[src/rtl/ring_pkg.sv]
package ring_pkg;

  localparam int AW      = 32;        // address width
  localparam int QW      = 16;        // quadword count width
  localparam int WW      = QW + 2;    // word count width (quadwords x 4)
  localparam int QB_LOG2 = 4;         // bytes per quadword, log2
  localparam int WB_LOG2 = 2;         // bytes per word, log2
  localparam int QBYTES  = 1 << QB_LOG2;

  typedef logic [AW-1:0] addr_t;
  typedef logic [QW-1:0] qwc_t;
  typedef logic [WW-1:0] words_t;

  typedef struct packed {
    addr_t  addr;
    words_t words;
    logic   last;
  } seg_t;

  typedef enum logic {
    ST_IDLE = 1'b0,
    ST_BUSY = 1'b1
  } issue_st_e;

  // Fold an address into the ring.
  function automatic addr_t ring_wrap(addr_t base, addr_t mask, addr_t a);
    return base + (a & mask);
  endfunction

  // Exclusive upper byte limit of the ring.
  function automatic addr_t ring_top(addr_t base, addr_t mask);
    return base + mask + addr_t'(QBYTES);
  endfunction

  // Membership test used for the occupancy bypass.
  function automatic logic ring_holds(addr_t base, addr_t mask, addr_t a);
    return (a >= base) && (a < ring_top(base, mask));
  endfunction

  // Bytes the producer is ahead of the drain, wrapped or not.
  function automatic addr_t ring_fill_bytes(addr_t base, addr_t mask,
                                            addr_t prod, addr_t drain);
    if (drain <= prod)
      return prod - drain;
    else
      return (prod - base) + (ring_top(base, mask) - drain);
  endfunction

endpackage

[src/rtl/ring_occupancy.sv]
module ring_occupancy
  import ring_pkg::*;
(
  input  addr_t base,
  input  addr_t mask,
  input  addr_t prod,
  input  addr_t drain,
  output logic  in_ring,
  output logic  wrapped_case,
  output addr_t avail_qw
);

  addr_t fill_bytes;

  always_comb begin
    in_ring      = ring_holds(base, mask, drain);
    wrapped_case = drain > prod;
    fill_bytes   = ring_fill_bytes(base, mask, prod, drain);
    avail_qw     = fill_bytes >> QB_LOG2;
  end

endmodule

[src/rtl/burst_splitter.sv]
module burst_splitter
  import ring_pkg::*;
(
  input  addr_t base,
  input  addr_t mask,
  input  addr_t drain,
  input  qwc_t  req_qwc,
  input  logic  in_ring,
  input  addr_t avail_qw,
  output qwc_t  grant_qwc,
  output logic  has_data,
  output logic  split,
  output seg_t  seg0,
  output seg_t  seg1
);

  addr_t          top;
  logic [AW:0]    end_b;
  logic [AW:0]    top_b;
  words_t         total_words;
  words_t         first_words;

  always_comb begin
    top = ring_top(base, mask);

    if (!in_ring)
      grant_qwc = req_qwc;
    else if (avail_qw < addr_t'(req_qwc))
      grant_qwc = avail_qw[QW-1:0];
    else
      grant_qwc = req_qwc;

    has_data    = grant_qwc != '0;
    total_words = words_t'(grant_qwc) << (QB_LOG2 - WB_LOG2);
    end_b       = {1'b0, drain} + ((AW+1)'(grant_qwc) << QB_LOG2);
    top_b       = {1'b0, top};
    split       = in_ring && (end_b > top_b);
    first_words = words_t'((top - drain) >> WB_LOG2);

    seg0.addr  = in_ring ? ring_wrap(base, mask, drain) : drain;
    seg0.words = split ? first_words : total_words;
    seg0.last  = !split;

    seg1.addr  = ring_wrap(base, mask, top);
    seg1.words = total_words - first_words;
    seg1.last  = 1'b1;
  end

endmodule

[src/rtl/seg_issue.sv]
module seg_issue
  import ring_pkg::*;
(
  input  logic clk,
  input  logic rst_n,
  input  logic req_valid,
  output logic req_ready,
  input  logic has_data,
  input  logic split,
  input  seg_t seg0,
  input  seg_t seg1,
  output logic seg_valid,
  input  logic seg_ready,
  output seg_t seg_out,
  output logic req_fire
);

  issue_st_e st_q;
  seg_t      seg_q;
  seg_t      pend_q;
  logic      pend_v_q;

  always_comb begin
    req_ready = st_q == ST_IDLE;
    seg_valid = st_q == ST_BUSY;
    req_fire  = req_valid && req_ready;
    seg_out   = seg_q;
  end

  always_ff @(posedge clk) begin
    if (!rst_n) begin
      st_q     <= ST_IDLE;
      seg_q    <= '0;
      pend_q   <= '0;
      pend_v_q <= 1'b0;
    end else begin
      case (st_q)
        ST_IDLE: begin
          if (req_fire && has_data) begin
            st_q     <= ST_BUSY;
            seg_q    <= seg0;
            pend_q   <= seg1;
            pend_v_q <= split;
          end
        end
        ST_BUSY: begin
          if (seg_ready) begin
            if (pend_v_q) begin
              seg_q    <= pend_q;
              pend_v_q <= 1'b0;
            end else begin
              st_q <= ST_IDLE;
            end
          end
        end
        default: st_q <= ST_IDLE;
      endcase
    end
  end

endmodule

[src/rtl/ring_occ_wrap.sv]
module ring_occ_wrap
  import ring_pkg::*;
(
  input  logic          clk,
  input  logic          rst_n,
  input  logic [31:0]   cfg_base,
  input  logic [31:0]   cfg_mask,
  input  logic [31:0]   prod_addr,
  input  logic          req_valid,
  output logic          req_ready,
  input  logic [31:0]   req_addr,
  input  logic [15:0]   req_qwc,
  output logic          seg_valid,
  input  logic          seg_ready,
  output logic [31:0]   seg_addr,
  output logic [17:0]   seg_words,
  output logic          seg_last
);

  logic   in_ring;
  logic   wrapped_case;
  addr_t  avail_qw;
  qwc_t   grant_qwc;
  logic   has_data;
  logic   split;
  seg_t   seg0;
  seg_t   seg1;
  seg_t   seg_out;
  logic   req_fire;
  words_t seg0_words;
  words_t seg1_words;

  ring_occupancy u_occ (
    .base         (cfg_base),
    .mask         (cfg_mask),
    .prod         (prod_addr),
    .drain        (req_addr),
    .in_ring      (in_ring),
    .wrapped_case (wrapped_case),
    .avail_qw     (avail_qw)
  );

  burst_splitter u_split (
    .base      (cfg_base),
    .mask      (cfg_mask),
    .drain     (req_addr),
    .req_qwc   (req_qwc),
    .in_ring   (in_ring),
    .avail_qw  (avail_qw),
    .grant_qwc (grant_qwc),
    .has_data  (has_data),
    .split     (split),
    .seg0      (seg0),
    .seg1      (seg1)
  );

  seg_issue u_issue (
    .clk       (clk),
    .rst_n     (rst_n),
    .req_valid (req_valid),
    .req_ready (req_ready),
    .has_data  (has_data),
    .split     (split),
    .seg0      (seg0),
    .seg1      (seg1),
    .seg_valid (seg_valid),
    .seg_ready (seg_ready),
    .seg_out   (seg_out),
    .req_fire  (req_fire)
  );

  assign seg0_words = seg0.words;
  assign seg1_words = seg1.words;
  assign seg_addr   = seg_out.addr;
  assign seg_words  = seg_out.words;
  assign seg_last   = seg_out.last;

endmodule

[config.mk]
export PLATFORM = sky130hd
export DESIGN_NAME = ring_occ_wrap
export DESIGN_NICKNAME = d
export VERILOG_FILES = /design/src/rtl/ring_pkg.sv /design/src/rtl/ring_occupancy.sv /design/src/rtl/burst_splitter.sv /design/src/rtl/seg_issue.sv /design/src/rtl/ring_occ_wrap.sv
export SDC_FILE = /design/constraint.sdc
export NUM_CORES = 1
export LEC_CHECK = 0
export ABC_AREA = 0
export CAP_MARGIN = 20
export CORE_ASPECT_RATIO = 1.1
export CORE_UTILIZATION = 55
export CTS_BUF_LIST = sky130_fd_sc_hd__clkbuf_8 sky130_fd_sc_hd__clkbuf_16
export CTS_CLUSTER_SIZE = 16
export DETAILED_ROUTE_END_ITERATION = 10
export PLACE_DENSITY = 0.78
export SETUP_SLACK_MARGIN = 0.1
export SYNTH_ARGS = -nofsm -noshare
export SYNTH_HDL_FRONTEND = slang
export SYNTH_SLANG_ARGS = --single-unit
export TNS_END_PERCENT = 30
[constraint.sdc]
create_clock -name clk -period 21.8 [get_ports clk]
set_clock_uncertainty 0.1 [all_clocks]
set_input_delay 2.18 -clock clk [delete_from_list [all_inputs] [get_ports clk]]
set_output_delay 2.18 -clock clk [all_outputs]
set_load 0.01 [all_outputs]
==> results.cfg <==
[critical_path]
timing.critical_path.from_type = input port
critical_path.slowest_cell = nor2_1
cp_top_family = compound AO/OA/AOI/OAI gates
cp_data_arrival_time_ps = 17500
worst_path_most_repeated_cell = a21oi_1
critical-path-max-stage-delay_ps = 840
critical_path.max_fanout = 16
cp.required_ps = 21910
worst-path-buf-inv = 3
cp-end-kind = register
worst-setup-path-type = in -> reg

[placed_design]
dp_hpwl_um = 59400
io_buffers = 200
placed_instance_area_mm2 = 0.0218
pre_cts_slack_ps = 4470
placed_cell_count = 3200
gp_congestion = 1.04

[yosys]
synth_async_sr_flop_share = 0
synthFlopType = dfxtp_1
synth_largest_area_cell = ha_1
synthesis.instances = 2606
yosysSeqAreaShare = 0.107
synth_area_mm2 = 0.0195
synth_nets = 3120
synth-edff-count = 0
ys_seq_elements = 104
synth.area.top_cells = ha_1 (21%), dfxtp_1 (11%), a21oi_1 (5.8%)
synth.avg_cell_area_um2 = 7.49
ys.warnings.count = 0
yosysTopAreaCellShare = 0.213
ys_types = 96

[timing]
setup_slack_ps = 4420
hold_ws_ps = 364
max_slew_margin = 0.292
fmax_mhz = 57.5
timing.final.crit_period_ps = 17380
timing_max_transition_violations_final = 0
number_of_setup_violations_in_the_final_report = 0
grt_setup_unrepaired = false
number_of_hold_violations_in_the_final_report = 0
tns_ps = 0
worst-slew-pin-transition_ps = 1060
timing.final.crit_share = 0.797

[routing]
postRouteAntennaNets = 0
drt_pre_antenna_iters = 6
drt_wl_total_um = 71200
avgRoutedWirePerCell_um = 22.1
drt_first_iter_violations = 1397
drc = 0
vias_per_cell = 6.35
num_vias = 20422

[grt]
globalRoute.totalOverflow = 0
grt_start_max_net_pins = 57
gr-usage-met2 = 0.672
antenna_found_initial = 0
use_met1 = 0.446
grt.busiest_layer = met2
met3_usage_in_global_routing = 0.0470
first_global_vias = 19984
grt_pass1_wl_um = 109000
gr-usage-all-layers = 0.389

[pwr]
pwr-share-clk = 0.085
p_leak_nw = 10.3
share_seq_of_total_power = 0.111
worst_ir_drop_vdd_mv = 0.0876
share_comb_of_total_power = 0.804
power.density_cell_area_mw_per_mm2 = 98.8
net-switching-power_w = 0.00115
power_report.internal_total_w = 0.00104
netSwitchingFraction = 0.527

[run_status]
run_status = finished clean

[flow_run]
cap_violations = 0

[die]
dieArea_mm2 = 0.0362
core_region_area_mm2 = 0.0346
std_cell_rows = 71
chipWidth_um = 182
dieHeight_um = 200
num_io_pins = 201
starting_density_of_the_core = 0.564

[clock_network]
cts.hold.buffers_added = 0
cts.repair_timing.setup_buffer_count = 0
clock_tree_from_tritoncts = yes
postCtsResizedCells = 0
cts-root-buf = clkbuf_16
clk_transition_reported_paths_ps = 80
cts.sinks = 104
cts_htree_levels = 3
tritoncts_buffer_count = 9
worstSkewPairLatency_ps = 370
clk_path_buf_depth = 2

[cells_and_area]
final_layout_size_suffix_gt1_frac = 0.0320
design_area_mm2 = 0.0222
most-common-layout-cells = ha_1 (332), inv_1 (261), a21oi_1 (226), nor2_1 (220), clkdlybuf4s50_1 (200)
num-nets-final = 3287
layout.cells.most_common = ha_1
areaGrowthSynthToFinish_pct = 13.6
filler_cell_count = 3089
instances_no_fill = 3218

[hold_path]
holdCritPathClass = reg -> reg
==> per-layer routing <==
metal	routed length (um)	up-vias	share of wire
met5	0	-	0
met1	28800	9633	0.40
li1	-	9759	-
met4	5470	0	0.077
met3	4040	236	0.057
met2	32900	794	0.46
==> worst reg2reg max path, stage by stage, from the launching register on <==
cell and delay, ps:
dfxtp_1 310, buf_4 250, inv_2 350, nand2_1 320, a41o_1 320, a21oi_2 220, or3b_2 330, buf_4 520
o311ai_0 350, o211a_1 200
==> power groups by stage <==
| stage | logic (W) | clock network (W) | registers [W] |
|---|---|---|---|
| after floorplan | 0.00127 | 0 | 0.000244 |
| after global placement | 0.00169 | 0 | 0.000244 |
| after detailed placement | 0.00171 | 0 | 0.000246 |
| after CTS | 0.00172 | 0.000187 | 0.000242 |
| after global routing | 0.00194 | 0.000193 | 0.000245 |
| final | 0.00176 | 0.000187 | 0.000243 |
==> layout make-up <==
cell class	instances	area [um^2]	area share
Multi-Input combinational cell	2179	16100	0.726
Timing Repair Buffer	216	2120	0.0958
Inverter	263	987	0.0446
Clock buffer	9	225	0.0102
Sequential cell	104	2080	0.0940
Antenna cell	2	5.00	0.000226
Tap cell	438	548	0.0247
Clock inverter	7	103	0.00463
==> path summary, 6_finish.rpt <==
path	to	startpoint	cells past startpoint	slack, ps
hold / removal	u_issue.seg_out[27]	u_issue.seg_out[27]	2	360
setup / recovery	u_issue.seg_out[13]	cfg_base[2]	59	4420
hold reg to reg	u_issue.seg_out[27]	u_issue.seg_out[27]	2	360
setup reg to reg	u_issue.seg_out[41]	u_issue.seg_valid	9	18410
==> cells by family (layout without fill, tap and decap cells) <==
logic type / Yosys count / in the layout / share of synthesized area
other: 0 / 2 / 0
AOI/OAI and AO/OA: 780 / 780 / 0.269
adders and majority gates: 366 / 366 / 0.248
DFF: 104 / 104 / 0.107
muxes: 57 / 57 / 0.0294
and+or+nand+nor: 802 / 802 / 0.200
buffers and inverters: 323 / 495 / 0.0688
xor gates and xnor gates: 174 / 174 / 0.0781
==> state kept, by name, summed over array words and instances (netlist names) <==
register           flops
u_issue.seg_valid      1
u_issue.pend_v_q       1
u_issue.seg_out       51
u_issue.pend_q        51
==> synthesized netlist by cell type (all sizes together), types with 56 or more instances <==
cell,n
nor3,56
ha,332
a21oi,229
o21ai,139
o211ai,63
nand3,94
xnor2,117
nor2,221
a21o,82
and2,65
nand2,180
dfxtp,104
xor2,57
inv,263
==> per-stage QoR <==
step           total power (W)  utilization
2_1_floorplan          0.00152            -
3_3_place_gp           0.00194        0.631
3_5_place_dp           0.00195        0.631
4_1_cts                0.00215        0.641
5_1_grt                0.00238        0.641
6_report               0.00219        0.641
Note: power is estimated with default switching activity, not from simulation.
